`config.mk`:
```
export PLATFORM = sky130hd
export DESIGN_NAME = busclk_div
export DESIGN_NICKNAME = d
export VERILOG_FILES = /design/src/rtl/busclk_div_pkg.sv /design/src/rtl/busclk_sel_decode.sv /design/src/rtl/busclk_ref_sync.sv /design/src/rtl/busclk_phase_ctr.sv /design/src/rtl/busclk_div.sv
export SDC_FILE = /design/constraint.sdc
export NUM_CORES = 1
export LEC_CHECK = 0
export BUFFER_PORTS_ARGS = -buffer_cell sky130_fd_sc_hd__buf_2
export CAP_MARGIN = 20
export CELL_PAD_IN_SITES_DETAIL_PLACEMENT = 1
export CELL_PAD_IN_SITES_GLOBAL_PLACEMENT = 2
export CORE_MARGIN = 3
export CORE_UTILIZATION = 36
export CTS_CLUSTER_DIAMETER = 30
export DETAILED_ROUTE_END_ITERATION = 7
export PLACE_DENSITY = 0.73
export SYNTH_ARGS = -nofsm -noshare
export SYNTH_HDL_FRONTEND = slang
export SYNTH_SLANG_ARGS = --single-unit
```
`constraint.sdc`:
```
create_clock -name clk_i -period 4.4 [get_ports clk_i]
set_clock_uncertainty 0.15 [all_clocks]
set_input_delay 0.22 -clock clk_i [delete_from_list [all_inputs] [get_ports clk_i]]
set_output_delay 0.22 -clock clk_i [all_outputs]
set_load 0.02 [all_outputs]
```
`src/rtl/busclk_div_pkg.sv`:
```
package busclk_div_pkg;

    localparam int SEL_W   = 3;
    localparam int MAX_DIV = 12;
    localparam int DIV_W   = $clog2(MAX_DIV + 1);

    typedef logic [SEL_W-1:0] sel_t;
    typedef logic [DIV_W-1:0] div_t;

    typedef struct packed {
        sel_t act;     // select code currently in force
        logic ref_ok;  // reference mode: a rising reference edge was seen
        logic bclk;    // registered bus clock
        logic tick;    // rise marker
    } bclk_state_t;

    // Divisor for a select code; 0 means the reference clock is used.
    function automatic div_t divisor_of(sel_t code);
        div_t n;
        case (code)
            3'd1:    n = div_t'(4);
            3'd2:    n = div_t'(5);
            3'd3:    n = div_t'(6);
            3'd4:    n = div_t'(8);
            3'd5:    n = div_t'(10);
            3'd6:    n = div_t'(12);
            default: n = div_t'(0);
        endcase
        return n;
    endfunction

endpackage

```
`src/rtl/busclk_sel_decode.sv`:
```
module busclk_sel_decode
    import busclk_div_pkg::*;
(
    input  sel_t code_i,
    output logic is_ref_o,
    output div_t div_n_o,
    output div_t hi_n_o
);
    div_t n;

    always_comb begin
        n        = divisor_of(code_i);
        is_ref_o = (n == '0);          // codes 0 and 7 fall back to reference
        div_n_o  = n;
        hi_n_o   = n >> 1;             // shorter half is the high phase
    end
endmodule

```
`src/rtl/busclk_ref_sync.sv`:
```
module busclk_ref_sync #(
    parameter int STAGES = 2
) (
    input  logic clk_i,
    input  logic rst_i,
    input  logic ref_i,
    output logic level_o,
    output logic rise_o
);
    localparam int CHAIN_W = (STAGES < 2) ? 2 : STAGES;

    logic [CHAIN_W-1:0] chain_d, chain_q;
    logic               prev_d, prev_q;

    always_comb begin
        chain_d = {chain_q[CHAIN_W-2:0], ref_i};
        prev_d  = chain_q[CHAIN_W-1];
    end

    always_ff @(posedge clk_i) begin
        if (rst_i) begin
            chain_q <= '0;
            prev_q  <= 1'b0;
        end else begin
            chain_q <= chain_d;
            prev_q  <= prev_d;
        end
    end

    assign level_o = chain_q[CHAIN_W-1];
    assign rise_o  = chain_q[CHAIN_W-1] & ~prev_q;
endmodule

```
`src/rtl/busclk_phase_ctr.sv`:
```
module busclk_phase_ctr
    import busclk_div_pkg::*;
(
    input  logic clk_i,
    input  logic rst_i,
    input  logic hold_i,     // keep at zero (reference mode)
    input  logic restart_i,  // start a new period
    input  div_t div_n_i,
    output div_t cnt_d_o,
    output logic at_end_o
);
    div_t cnt_d, cnt_q;

    always_comb begin
        if (hold_i || restart_i) cnt_d = '0;
        else                     cnt_d = cnt_q + div_t'(1);
    end

    always_ff @(posedge clk_i) begin
        if (rst_i) cnt_q <= '0;
        else       cnt_q <= cnt_d;
    end

    assign cnt_d_o  = cnt_d;
    assign at_end_o = (cnt_q == div_n_i - div_t'(1));
endmodule

```
`src/rtl/busclk_div.sv`:
```
module busclk_div
    import busclk_div_pkg::*;
#(
    parameter int SYNC_STAGES = 2
) (
    input  logic       clk_i,
    input  logic       rst_i,
    input  logic       ref_clk_i,
    input  logic [2:0] sel_i,
    output logic       bus_clk_o,
    output logic       tick_o
);
    bclk_state_t st_d, st_q;

    logic cur_ref, nxt_ref, ref_lvl, ref_rise, at_end, boundary;
    div_t cur_div, cur_hi, nxt_div, nxt_hi, cnt_d;
    sel_t act_d;

    busclk_ref_sync #(.STAGES(SYNC_STAGES)) u_sync (
        .clk_i  (clk_i),
        .rst_i  (rst_i),
        .ref_i  (ref_clk_i),
        .level_o(ref_lvl),
        .rise_o (ref_rise)
    );

    busclk_sel_decode u_dec_cur (
        .code_i  (st_q.act),
        .is_ref_o(cur_ref),
        .div_n_o (cur_div),
        .hi_n_o  (cur_hi)
    );

    // Period ends: last low cycle in divide mode, rising reference edge otherwise.
    assign boundary = cur_ref ? ref_rise : at_end;
    assign act_d    = boundary ? sel_t'(sel_i) : st_q.act;

    busclk_sel_decode u_dec_nxt (
        .code_i  (act_d),
        .is_ref_o(nxt_ref),
        .div_n_o (nxt_div),
        .hi_n_o  (nxt_hi)
    );

    busclk_phase_ctr u_ctr (
        .clk_i    (clk_i),
        .rst_i    (rst_i),
        .hold_i   (cur_ref),
        .restart_i(boundary),
        .div_n_i  (cur_div),
        .cnt_d_o  (cnt_d),
        .at_end_o (at_end)
    );

    always_comb begin
        st_d     = st_q;
        st_d.act = act_d;
        if (nxt_ref) begin
            // Entering reference mode from divide mode: wait for a fresh rise.
            st_d.ref_ok = cur_ref ? (st_q.ref_ok | ref_rise) : 1'b0;
            st_d.bclk   = st_d.ref_ok & ref_lvl;
        end else begin
            st_d.ref_ok = 1'b0;
            st_d.bclk   = (cnt_d < nxt_hi);
        end
        st_d.tick = st_d.bclk & ~st_q.bclk;
    end

    always_ff @(posedge clk_i) begin
        if (rst_i) st_q <= '{act: '0, ref_ok: 1'b0, bclk: 1'b0, tick: 1'b0};
        else       st_q <= st_d;
    end

    assign bus_clk_o = st_q.bclk;
    assign tick_o    = st_q.tick;

    logic unused_ok;
    assign unused_ok = ^{nxt_div, cur_hi};
endmodule

```
; ---- Yosys cells after proc, flatten, opt, wreduce, memory -nomap -nowiden
; Index checks and enable logic that the tools add are counted.
[op_classes]
eq_ne = 13
n_reduce_logical = 4
mux = 7
bitwise_logic = 7
add_sub_neg = 2
order_cmp = 1
[op_table]
columns = op, n
row1 = 4-bit one-hot mux with 6 select lines, 2
row2 = "3-bit == test, second input constant", 6
row3 = "3-bit by 2-bit == test with 1-bit output, second input constant", 4
row4 = 4-bit zero test, 2
row5 = "3-bit by 1-bit == test with 1-bit output, second input constant", 2
row6 = "4-bit by 1-bit adder with 4-bit output, second input constant", 1
row7 = 4-bit == test, 1
row8 = 4-bit by 3-bit < comparator with 1-bit output, 1
row9 = 4-bit two-way mux, 1
row10 = "4-bit by 1-bit subtractor with 4-bit output, second input constant", 1
row11 = 1-bit bitwise AND, 3
row12 = 1-bit two-way mux, 3
row13 = 3-bit two-way mux, 1
row14 = 1-bit inverter, 3
row15 = 2-bit OR reduction, 1
row16 = 1-bit logical OR, 1
row17 = 1-bit bitwise OR, 1
[totals]
word_cells = 41
input_bits = 6
out_inout_bits = 2
register_bits = 13

; ---- Logic depth before layout (Yosys ltp)
; Gate-level depths: netlist of the first run.
[depth]
depth_word = 11
ltp_mapped = 16
mapped_depth_nobuf = 14

; ---- Cells and area by module
; A second synthesis of the first run with hierarchy kept.
[hier_totals]
hier_cells = 95
hier_area_um2 = 844.6
[by_module_without_submodules]
columns = mod, seq_area_each_um2, n_inst, cells_per_inst, area_each_um2
row1 = busclk_div, 120.1, 1, 31, 324.1
row2 = busclk_phase_ctr, 80.1, 1, 29, 255.2
row3 = busclk_sel_decode, 0.0, 2, 14, 88.8
row4 = busclk_ref_sync, 60.1, 1, 7, 87.6

; ---- Worst setup path before layout of the first run
; OpenSTA, ideal clock, no wires.
[synth_path]
path_kind = reg2reg
start = register st_q[5] (netlist bit)
end = register st_q (netlist bit bus_clk_o)
required_ns = 4.121
arrival_ns = 3.069
period_less_slack_ns = 3.349
path_buffers = 2
setup_ns = 0.129
setup_slack_ns = 1.051
stages_incl_launch_ff = 16
cell_sequence = dfxtp_1 buf_4 or3_1 ha_1 xor2_1 a311o_1 o211a_4 o2bb2ai_4 buf_6 nor2_1 a31oi_1 ha_1 nand2_1 a22o_2 o21ai_1 o31ai_1
[synth_between]
elab_chain_len = 10
word_cells_on_any_way = 26
[synth_rtl]
columns = item, line
row1 = "start, declared", busclk_div.sv:13  ; bclk_state_t st_d, st_q;
row2 = "start signal, assigned", busclk_div.sv:70  ; if (rst_i) st_q <= '{act: '0, ref_ok: 1'b0, bclk: 1'b0, tick: 1'b0};
row3 = "start signal, assigned", busclk_div.sv:71  ; else st_q <= st_d;
row4 = "3-bit == test, or another cell as far along", busclk_div_pkg.sv:20  ; case (code)
row5 = 4-bit one-hot mux with 6 select lines, busclk_div_pkg.sv:20
row6 = 4-bit by 1-bit subtractor with 4-bit output, busclk_phase_ctr.sv:25  ; assign at_end_o = (cnt_q == div_n_i - div_t'(1));
row7 = 4-bit == test, busclk_phase_ctr.sv:25
row8 = 1-bit two-way mux, busclk_div.sv:35  ; assign boundary = cur_ref ? ref_rise : at_end;
row9 = 3-bit two-way mux, busclk_div.sv:36  ; assign act_d = boundary ? sel_t'(sel_i) : st_q.act;
row10 = "3-bit == test, or another cell as far along", busclk_div_pkg.sv:20
row11 = 4-bit one-hot mux with 6 select lines, busclk_div_pkg.sv:20
row12 = 4-bit by 3-bit < comparator with 1-bit output / 4-bit zero test (equally long branches), "busclk_div.sv:64, busclk_sel_decode.sv:13"
row13 = 1-bit two-way mux *, busclk_div.sv:58  ; if (nxt_ref) begin
; Every way passes the cells marked *; elsewhere a longest branch is shown, timed or not.
; A chain may end at the register's enable or synchronous reset.

; ---- Worst setup path in the final report of the first run
[layout_path]
start = register st_q[4] (netlist bit)
end = register st_q (netlist bit bus_clk_o)
; The elaborated chain is that of the path after synthesis.

==> metrics.txt, run 1 <==
status finished, final reports clean; worst-skew pair later-pin latency 0.28 ns; gpl congestion 0.702; Mapped Cells 109; Post-Syn Nets 120; pin count of the biggest net entering global routing 16; worst-margin pin slew 0.507 ns; dpl hpwl 1660 um; Final Cycle Share 84.7%; final slew viol count 0; initial antenna violation count 0; minimum clock period 3.73 ns; Initial Utilization 38.6%; routed vias/inst 5.52; EDFF count, synth 0; Max-slew headroom 66.2%; die width 58.3 um; CP endpoint kind flop; critical path class flop to flop; final count of negative-setup-slack endpoints 0; Netlist cell types 46; CTS Buf Count 3; Power Total 0.261 mW; reg-to-reg slack, setup 0.67 ns; Leak 0.407 nW; first-pass GRT wire length 3810 um; Arr. time, crit path 3.74 ns; Post-Syn Area 983 um^2; FP Rows 18; FF+latch count, synth 13; Ys Warns 0; Sw Ratio 31.3%; Critical Path End bus_clk_o$_SDFF_PP0_; Peak VDD IR 0.138 mV; CTS H-tree depth 1; P&R area growth vs syn 4.83%; share of flip-flops with an asynchronous set or reset 0%; GRT Residual Overflow 0; CTS tree built; internal power 0.179 mW; vias in the first global route 837; Hold Vio Cnt, Final 0; max cap viols 0; RR Startpoint st_q[4]$_SDFF_PP0_; NetSw 0.0817 mW; Clock power frac 30.0%; port bufs 7; crit path from st_q[4]$_SDFF_PP0_; RR Endpoint bus_clk_o$_SDFF_PP0_; share of layout cells above drive strength 1 21.1%; DRC Markers 0; combinational share of power 20.6%; CTS Buffer Depth 2; clock-pin slew on the worst setup and hold paths 0.09 ns; sequential area share after synthesis 26.5%; GRT Overall Usage 15.0%; Hold Worst Slack 0.102 ns; Seq pwr share 49.4%; DR iter-0 viols 17; Hold Path Class input port to flop; most frequent cells in the layout 13 x dfxtp_1, 11 x nand2_1, 9 x nor2_1; CP startpoint kind flop; placed cell count 139; R2R depth 14; Mean Syn Cell Area 9.02 um^2; RSZ-0062 raised after global routing false; crit path max fanout 12; CTS Sinks 13; ANT cells 0; final-stage net count 126; die height 58.3 um; Root Buffer clkbuf_4; average wire per cell in the routed design 15.4 um; Top FF cell, synth dfxtp_1; Detail Route Antenna Nets 0; WP data required 4.41 ns; final WL 2210 um; non-filler cells, final 144; PwrDens 253 nW/um^2; CORE AREA 2540 um^2; DR pass1 iterations 4; die area 3390 um^2; Top Ports 8; DR vias 795; most common cell after layout, fill and taps aside dfxtp_1; fmax 268 MHz; setup tns final 0 ns
## flip-flops by register name (all words and copies together) (netlist names)
| register | flops |
|---|---|
| st_q | 4 |
| u_ctr.cnt_q | 4 |
| u_sync.chain_q | 2 |
| bus_clk_o | 1 |
| tick_o | 1 |
| u_sync.prev_q | 1 |
## critical path: stages (launching register included)
cell and delay (ns):
dfxtp_1 0.55, inv_1 0.10, or3_1 0.39, ha_1 0.22, xor2_1 0.17, a311o_1 0.40, o211a_4 0.26, o2bb2ai_4 0.19
nor2_1 0.14, a31oi_1 0.05, ha_1 0.31, nand2_1 0.08, a22o_2 0.23, o21ai_1 0.24, o31ai_1 0.11
## cell families (layout without fill, tap and decap cells)
logic type	count (synthesis)	after routing	synth area share [%]
adders and majority gates	5	5	6.36
muxes	3	3	3.05
DFF	13	13	26.5
AOI/OAI and AO/OA	26	26	25.4
xor gates and xnor gates	7	7	6.23
buffers and inverters	10	15	7.38
and+or+nand+nor	45	45	25.1
## area by class of cell
type                       instances  area (um^2)
fill                             308         1510
multi-input combinational         86          651
sequential                        13          260
timing repair buffer               8         45.0
tap                               30         37.5
clock buffer                       4         26.3
inverter                           3         11.3
## stage by stage
step | utilization [%] | worst slack (ns) | instance area (um^2)
floorplan | - | 1.05 | 983
global placement | 39.1 | 0.791 | 995
detailed placement | 39.1 | 0.675 | 995
CTS | 40.5 | 0.625 | 1030
global route | 40.5 | 0.430 | 1030
finish | 40.5 | 0.672 | 1030
## how the worst min path moves through the flow
stage                     cells after the start  slack (ns)                      endpoint  startpoint
after CTS                                     3        0.09            st_q[5]$_SDFF_PP0_    sel_i[2]
after detailed placement                      2        0.29  u_sync.chain_q[0]$_SDFF_PP0_   ref_clk_i
after floorplan                               1        0.15      u_sync.prev_q$_SDFF_PP0_       rst_i
after global routing                          3        0.13            st_q[4]$_SDFF_PP0_    sel_i[1]
final                                         3        0.10            st_q[5]$_SDFF_PP0_    sel_i[2]
after global placement                        2        0.28  u_sync.chain_q[0]$_SDFF_PP0_   ref_clk_i
## power groups by stage
stage / Combinational, mW / Sequential (mW) / Clock, mW
3_3_place_gp: 0.0525 / 0.131 / 0
5_1_grt: 0.0595 / 0.130 / 0.0864
2_1_floorplan: 0.0447 / 0.129 / 0
3_5_place_dp: 0.0537 / 0.132 / 0
6_report: 0.0537 / 0.129 / 0.0783
4_1_cts: 0.0547 / 0.129 / 0.0822
## per-layer routing
metal,up-vias,global-route usage (%),part of all wire [%]
li1,400,-,-
met1,381,19.2,49
met2,10,23.8,47
met3,4,2.00,2.3
met4,0,8.61,1.5
met5,-,0,0
## cell usage after synthesis (2+ instances only)
| master | n | area (um^2) |
|---|---|---|
| buf_6 | 4 | 45.0 |
| xor2_1 | 6 | 52.6 |
| nor2_1 | 9 | 33.8 |
| or3_1 | 2 | 12.5 |
| nand3_1 | 2 | 10.0 |
| mux2i_1 | 3 | 30.0 |
| and3_1 | 2 | 12.5 |
| dfxtp_1 | 13 | 260 |
| nor2b_1 | 4 | 25.0 |
| inv_1 | 3 | 11.3 |
| a211oi_1 | 2 | 15.0 |
| nand2_1 | 11 | 41.3 |
| o21ai_0 | 2 | 10.0 |
| nand2b_1 | 3 | 18.8 |
| ha_1 | 5 | 62.6 |
| o21ai_2 | 2 | 17.5 |
| o21ai_1 | 4 | 20.0 |
| nor3_1 | 4 | 20.0 |
## repair_timing
| action | in CTS | in global routing |
|---|---|---|
| endpoints found under the setup margin | 0 | 0 |
| hold buffers | 1 | 0 |
| hold endpoints to repair | 1 | 0 |
| resized for setup | 0 | 0 |
| buffers inserted | 0 | 0 |
Note: power is estimated with default switching activity, not from simulation.
==> run 2, diff against run 1 <==
- CORE_UTILIZATION: 36 -> 32
- PLACE_DENSITY: 0.73 -> 0.68
- clock period: 4.4 -> 3.23 ns (I/O delays scaled with it)
==> run 2 against run 1 <==
Compared with the run above:
- critical path type unchanged
- the flow now finishes with violations (negative setup slack)
- hold slack lost 0.050 ns
- combinational power up 86%
- sequential power up 33%
- wire length up 3.9%
- largest cell class unchanged
- register-to-register slack worse by 0.67 ns
- largest power group unchanged
- via count grew 5.9%
- cell count rose by 10%
- clock power up 30%
- critical path depth down 1
- die area increased by 11%
- sequential share of layout area fell by 3.5 points
- cell area grew 17%
==> metrics.txt, run 2 (synthesis gave the netlist of run 1 again) <==
status finished, violations left (was finished, final reports clean); failing checks negative setup slack; R2R depth 13 (was 14); CP max stage cell or3_4 (was dfxtp_1); gpl congestion 0.782 (was 0.702); stages on the worst setup path 13 (was 14); FP Rows 19 (was 18); Arr. time, crit path 3.27 ns (was 3.74 ns); CP endpoint kind flop (unchanged); DR iter-0 viols 32 (was 17); share of layout cells above drive strength 1 40.6% (was 21.1%); average wire per cell in the routed design 14.5 um (was 15.4 um); Initial Utilization 34.5% (was 38.6%); non-filler cells, final 159 (was 144); final count of negative-setup-slack endpoints 2 (was 0); pin count of the biggest net entering global routing 13 (was 16); P&R area growth vs syn 23.2% (was 4.83%); Final Util 42.5% (was 40.5%); max cap viols 0 (unchanged); Root Buffer clkbuf_4 (unchanged); placed cell count 147 (was 139); CTS Buffer Depth 2 (unchanged); fmax 310 MHz (was 268 MHz); CTS Buf Count 3 (unchanged); port bufs 7 (unchanged); critical path class flop to flop (unchanged); DR pass1 iterations 3 (was 4); worst-skew pair later-pin latency 0.28 ns (about the same); worst-margin pin slew 0.514 ns (was 0.507 ns); final WL 2300 um (was 2210 um); Hold Vio Cnt, Final 0 (unchanged); Crit path largest cell delay 0.40 ns (was 0.55 ns); Worst Slack Setup Final -0.000467 ns (was 0.672 ns); Peak VDD IR 0.189 mV (was 0.138 mV); largest registers st_q (4), u_ctr.cnt_q (4), u_sync.chain_q (2) (unchanged); die area 3770 um^2 (was 3390 um^2); met2 wire length 1100 um (was 1040 um); Hold Path Class input port to flop (unchanged); final-stage net count 140 (was 126); CP startpoint kind flop (unchanged); Final Cycle Share 100% (was 84.7%); CP cell instances inv_2 > or3_4 > ha_4 > xor2_4 > a311o_1 > o211a_4 > o2bb2ai_4 > nor2_2 > a31oi_1 > ha_1 > a211oi_2 > o21ai_4 > o41ai_2 (was inv_1 > or3_1 > ha_1 > xor2_1 > a311o_1 > o211a_4 > o2bb2ai_4 > nor2_1 > a31oi_1 > ha_1 > nand2_1 > a22o_2 > o21ai_1 > o31ai_1); GRT Overall Usage 14.3% (was 15.0%); RSZ-0062 raised after global routing true (was false); DP Worst Slack -0.0654 ns (was 0.675 ns); GRT Residual Overflow 0 (unchanged); most frequent cells in the layout 14 x buf_4, 11 x dfxtp_1, 9 x nand2_1 (was 13 x dfxtp_1, 11 x nand2_1, 9 x nor2_1); PwrDens 309 nW/um^2 (was 253 nW/um^2); fillers 348 (was 308); final slew viol count 0 (unchanged); die height 61.4 um (was 58.3 um); Detail Route Antenna Nets 0 (unchanged); initial antenna violation count 0 (unchanged); WP data required 3.27 ns (was 4.41 ns); top sig layer met4 (unchanged); DRC Markers 0 (unchanged); Hold Worst Slack 0.0515 ns (was 0.102 ns); ANT cells 0 (unchanged); multi-input logic area 721 um^2 (was 651 um^2); DR vias 842 (was 795); Hold Path Depth 3 (unchanged); sequential standard cell area 263 um^2 (was 260 um^2); Metal-1 WL 1120 um (was 1090 um); dpl hpwl 1730 um (was 1660 um); Max-slew headroom 65.7% (was 66.2%); routed vias/inst 5.30 (was 5.52); minimum clock period 3.23 ns (was 3.73 ns); Buf+Inv Stages, Crit Path 1 (unchanged); setup tns final -0.000504 ns (was 0 ns); die width 61.4 um (was 58.3 um); CTS H-tree depth 1 (unchanged); Top Ports 8 (unchanged); CTS Sinks 13 (unchanged); vias in the first global route 846 (was 837); first-pass GRT wire length 4000 um (was 3810 um); CTS tree built (unchanged); CORE AREA 2850 um^2 (was 2540 um^2); cell family with most CP delay compound AO/OA/AOI/OAI gates (unchanged); clock-pin slew on the worst setup and hold paths 0.09 ns (about the same); most common cell after layout, fill and taps aside buf_4 (was dfxtp_1); crit path max fanout 5 (was 12); Leak 0.495 nW (was 0.407 nW); WL met3 61 um (was 50 um)
## run 2: cell types whose count changed in the layout (fill, tap and decap cells not counted), sizes merged
| cell | change |
|---|---|
| buf | +14 |
| clkbuf | -1 |
| clkinv | +1 |
## run 2: area by class of cell
type                    count  area share [%]
clock buffers               3            1.86
inverters                   3           0.930
flip-flops and latches     13            21.7
clock inverters             1           0.413
multi-input cells          86            59.5
repair buffers             22            12.4
well taps                  31            3.20
## run 2: worst paths after layout
kind	from	slack, ns	to
max	st_q[4]$_SDFF_PP0_	-0.0005	tick_o$_SDFF_PP0_
min	sel_i[2]	0.05	st_q[5]$_SDFF_PP0_
max reg2reg	st_q[4]$_SDFF_PP0_	-0.0005	tick_o$_SDFF_PP0_
min reg2reg	u_sync.chain_q[0]$_SDFF_PP0_	0.31	u_sync.chain_q[1]$_SDFF_PP0_
## run 2: stage by stage
step	total power, mW	cell area [um^2]
2_1_floorplan	0.239	1000
3_3_place_gp	0.259	1060
4_1_cts	0.371	1160
3_5_place_dp	0.261	1060
5_1_grt	0.400	1210
6_report	0.374	1210
## run 2: worst register-to-register path, cell delays in order, from the launching register on
cell       delay (ns)
dfxtp_2          0.36
inv_2            0.04
or3_4            0.40
ha_4             0.19
xor2_4           0.16
a311o_1          0.31
o211a_4          0.28
o2bb2ai_4        0.15
nor2_2           0.11
a31oi_1          0.06
ha_1             0.35
a211oi_2         0.30
o21ai_4          0.10
o41ai_2          0.21
## run 2: routing by layer
metal / track usage [%] / vias up
li1: - / 427
met1: 19.4 / 403
met2: 23.4 / 10
met3: 3.35 / 2
met4: 2.73 / 0
met5: 0 / -
## run 2: timing repair
action                                 CTS  global route
buffers inserted                         3             4
cloned                                   0             0
hold buffers                             1             0
setup endpoints to repair                2             2
resized for setup                        8             4
endpoints found under the hold margin    1             0
pin swaps                               11             3
## run 2: where the power goes
| group | switching (mW) | internal, mW |
|---|---|---|
| logic | 0.0558 | 0.0441 |
| clock network | 0.0565 | 0.0459 |
| registers | 0.00497 | 0.167 |
| total | 0.117 | 0.257 |
==> run 3, diff against run 2 <==
--- a/constraint.sdc
+++ b/constraint.sdc
@@ -4,2 +4,2 @@
 set_output_delay 0.1615 -clock clk_i [all_outputs]
-set_load 0.02 [all_outputs]
+set_load 0.1 [all_outputs]
==> run 3 against run 2 <==
Compared with the run above:
- the run still ends with negative setup slack left
- critical path depth is 1 higher
- clock power increased by 4%
- core utilization is 0.088 points lower
- combinational power is 11% higher
- total power increased by 4.4%
- sequential power about the same
- wire length is 9.8% higher
- global-route usage grew 0.11 points
- hold slack improved by 0.0030 ns
- non-clock buffer count shrank 3
- cell count shrank 1.9%
- critical path type unchanged
- largest power group unchanged
==> metrics.txt, run 3 (synthesis gave the netlist of run 1 again) <==
failing checks negative setup slack (unchanged); CTS Buffer Depth 2 (unchanged); placed cell count 147 (unchanged); RSZ-0062 raised after global routing true (unchanged); Worst Slack Setup Final -0.0301 ns (was -0.000467 ns); Initial Utilization 34.5% (unchanged); RR Startpoint st_q[4]$_SDFF_PP0_ (unchanged); FP Rows 19 (unchanged); DR pass1 iterations 4 (was 3); routed vias/inst 5.40 (was 5.30); non-filler cells, final 156 (was 159); Hold Vio Cnt, Final 0 (unchanged); die height 61.4 um (unchanged); share of layout cells above drive strength 1 38.4% (was 40.6%); crit path from st_q[4]$_SDFF_PP0_ (unchanged); initial antenna violation count 0 (unchanged); status finished, violations left (unchanged); DRC Markers 0 (unchanged); Arr. time, crit path 3.27 ns (about the same); Clock power frac 27.1% (was 27.4%); DR iter-0 viols 41 (was 32); combinational share of power 28.6% (was 26.7%); Final Util 42.4% (was 42.5%); Final Cycle Share 101% (was 100%); port bufs 7 (unchanged); Crit path largest cell delay 0.39 ns (was 0.40 ns); CTS Sinks 13 (unchanged); CP max stage cell or3_4 (unchanged); Buf+Inv Stages, Crit Path 1 (unchanged); DR vias 842 (unchanged); most frequent cells in the layout 11 x dfxtp_1, 10 x buf_4, 9 x nand2_1 (was 14 x buf_4, 11 x dfxtp_1, 9 x nand2_1); GRT Residual Overflow 0 (unchanged); largest registers st_q (4), u_ctr.cnt_q (4), u_sync.chain_q (2) (unchanged); Detail Route Antenna Nets 0 (unchanged); dpl hpwl 1770 um (was 1730 um); die width 61.4 um (unchanged); PwrDens 323 nW/um^2 (was 309 nW/um^2); vias in the first global route 865 (was 846); CP endpoint kind flop (unchanged); Seq pwr share 44.3% (was 45.9%); Peak VDD IR 0.143 mV (was 0.189 mV); final slew viol count 0 (unchanged); most common cell after layout, fill and taps aside dfxtp_1 (was buf_4); worst-margin pin slew 0.485 ns (was 0.514 ns); Hold Path Class input port to flop (unchanged); max cap viols 0 (unchanged); gpl congestion 0.745 (was 0.782); Hold Path Origin sel_i[0] (was sel_i[2]); P&R area growth vs syn 22.9% (was 23.2%); minimum clock period 3.26 ns (was 3.23 ns); pin count of the biggest net entering global routing 14 (was 13); reg-to-reg slack, setup -0.03 ns (was -0.0005 ns); WP data required 3.24 ns (was 3.27 ns); final-stage net count 137 (was 140); final count of negative-setup-slack endpoints 2 (unchanged); clock-pin slew on the worst setup and hold paths 0.09 ns (about the same); Sw Ratio 33.6% (was 31.4%); CTS tree built (unchanged); crit path max fanout 5 (unchanged); internal power 0.259 mW (was 0.257 mW); first-pass GRT wire length 4000 um (unchanged); Root Buffer clkbuf_4 (unchanged); fmax 307 MHz (was 310 MHz); critical path class flop to flop (unchanged); CP startpoint kind flop (unchanged); cell family with most CP delay compound AO/OA/AOI/OAI gates (unchanged); NetSw 0.131 mW (was 0.117 mW); Max-slew headroom 67.9% (was 65.7%); Top Ports 8 (unchanged); ANT cells 0 (unchanged); CTS H-tree depth 1 (unchanged); die area 3770 um^2 (unchanged); fillers 332 (was 348); average wire per cell in the routed design 16.2 um (was 14.5 um); CP cell instances inv_2 > or3_4 > ha_4 > xor2_4 > a311o_1 > o211a_4 > o2bb2ai_4 > nor2_2 > a31oi_1 > ha_1 > nand2_2 > a22o_4 > o21ai_4 > o31ai_1 (was inv_2 > or3_4 > ha_4 > xor2_4 > a311o_1 > o211a_4 > o2bb2ai_4 > nor2_2 > a31oi_1 > ha_1 > a211oi_2 > o21ai_4 > o41ai_2); final WL 2520 um (was 2300 um); worst-skew pair later-pin latency 0.28 ns (about the same); GRT Overall Usage 14.4% (was 14.3%); CORE AREA 2850 um^2 (unchanged); CTS Buf Count 3 (unchanged); Leak 0.482 nW (was 0.495 nW)
-- run 3: power by group through the flow --
stage	clock, mW	sequential, mW	combinational [mW]
final	0.106	0.173	0.111
after global routing	0.118	0.174	0.121
after CTS	0.109	0.172	0.102
after detailed placement	0	0.175	0.0947
after global placement	0	0.175	0.0928
after floorplan	0	0.185	0.0630
-- run 3: path summary, 6_finish.rpt --
kind / end / cells after the start
worst max register to register: bus_clk_o$_SDFF_PP0_ / 14
worst max-delay path: bus_clk_o$_SDFF_PP0_ / 14
worst min-delay path: st_q[3]$_SDFF_PP0_ / 3
worst min register to register: u_sync.chain_q[1]$_SDFF_PP0_ / 1
-- run 3: layout make-up --
class | count | area (um^2) | share of cell area, %
multi-input cells | 86 | 738 | 61.1
flip-flops and latches | 13 | 263 | 21.7
repair buffers | 19 | 131 | 10.9
well taps | 31 | 38.8 | 3.21
clock buffers | 4 | 26.3 | 2.17
inverters | 3 | 11.3 | 0.932
-- run 3: through the flow --
stage	hold WS [ns]	worst slack [ns]	total power, mW	setup TNS [ns]	area (um^2)
floorplan	0.0947	0.00168	0.248	0	998
global placement	0.219	-0.0275	0.268	-0.0275	1060
detailed placement	0.227	-0.0480	0.270	-0.0868	1060
CTS	0.0521	0.000784	0.383	0	1130
global route	0.0846	-0.158	0.412	-0.294	1210
finish	0.0545	-0.0301	0.390	-0.0524	1210
-- run 3: what timing repair did --
action	4_1_cts	5_1_grt
hold buffers	1	0
setup endpoints to repair	2	2
resized for setup	6	10
setup buffers	1	3
hold endpoints to repair	1	0
pin swaps	1	1
cloned	0	0
-- run 3: tightest hold or removal path: stages --
cell	delay, ns
buf_2	0.13
mux2i_1	0.08
nor2_1	0.07
-- run 3: per-layer routing --
metal | wire length [um] | share of wire (%) | global-route usage [%]
met5 | 0 | 0 | 0
met4 | 14 | 0.55 | 3.64
met3 | 44 | 1.7 | 2.52
met2 | 1260 | 50 | 23.7
met1 | 1210 | 48 | 19.6
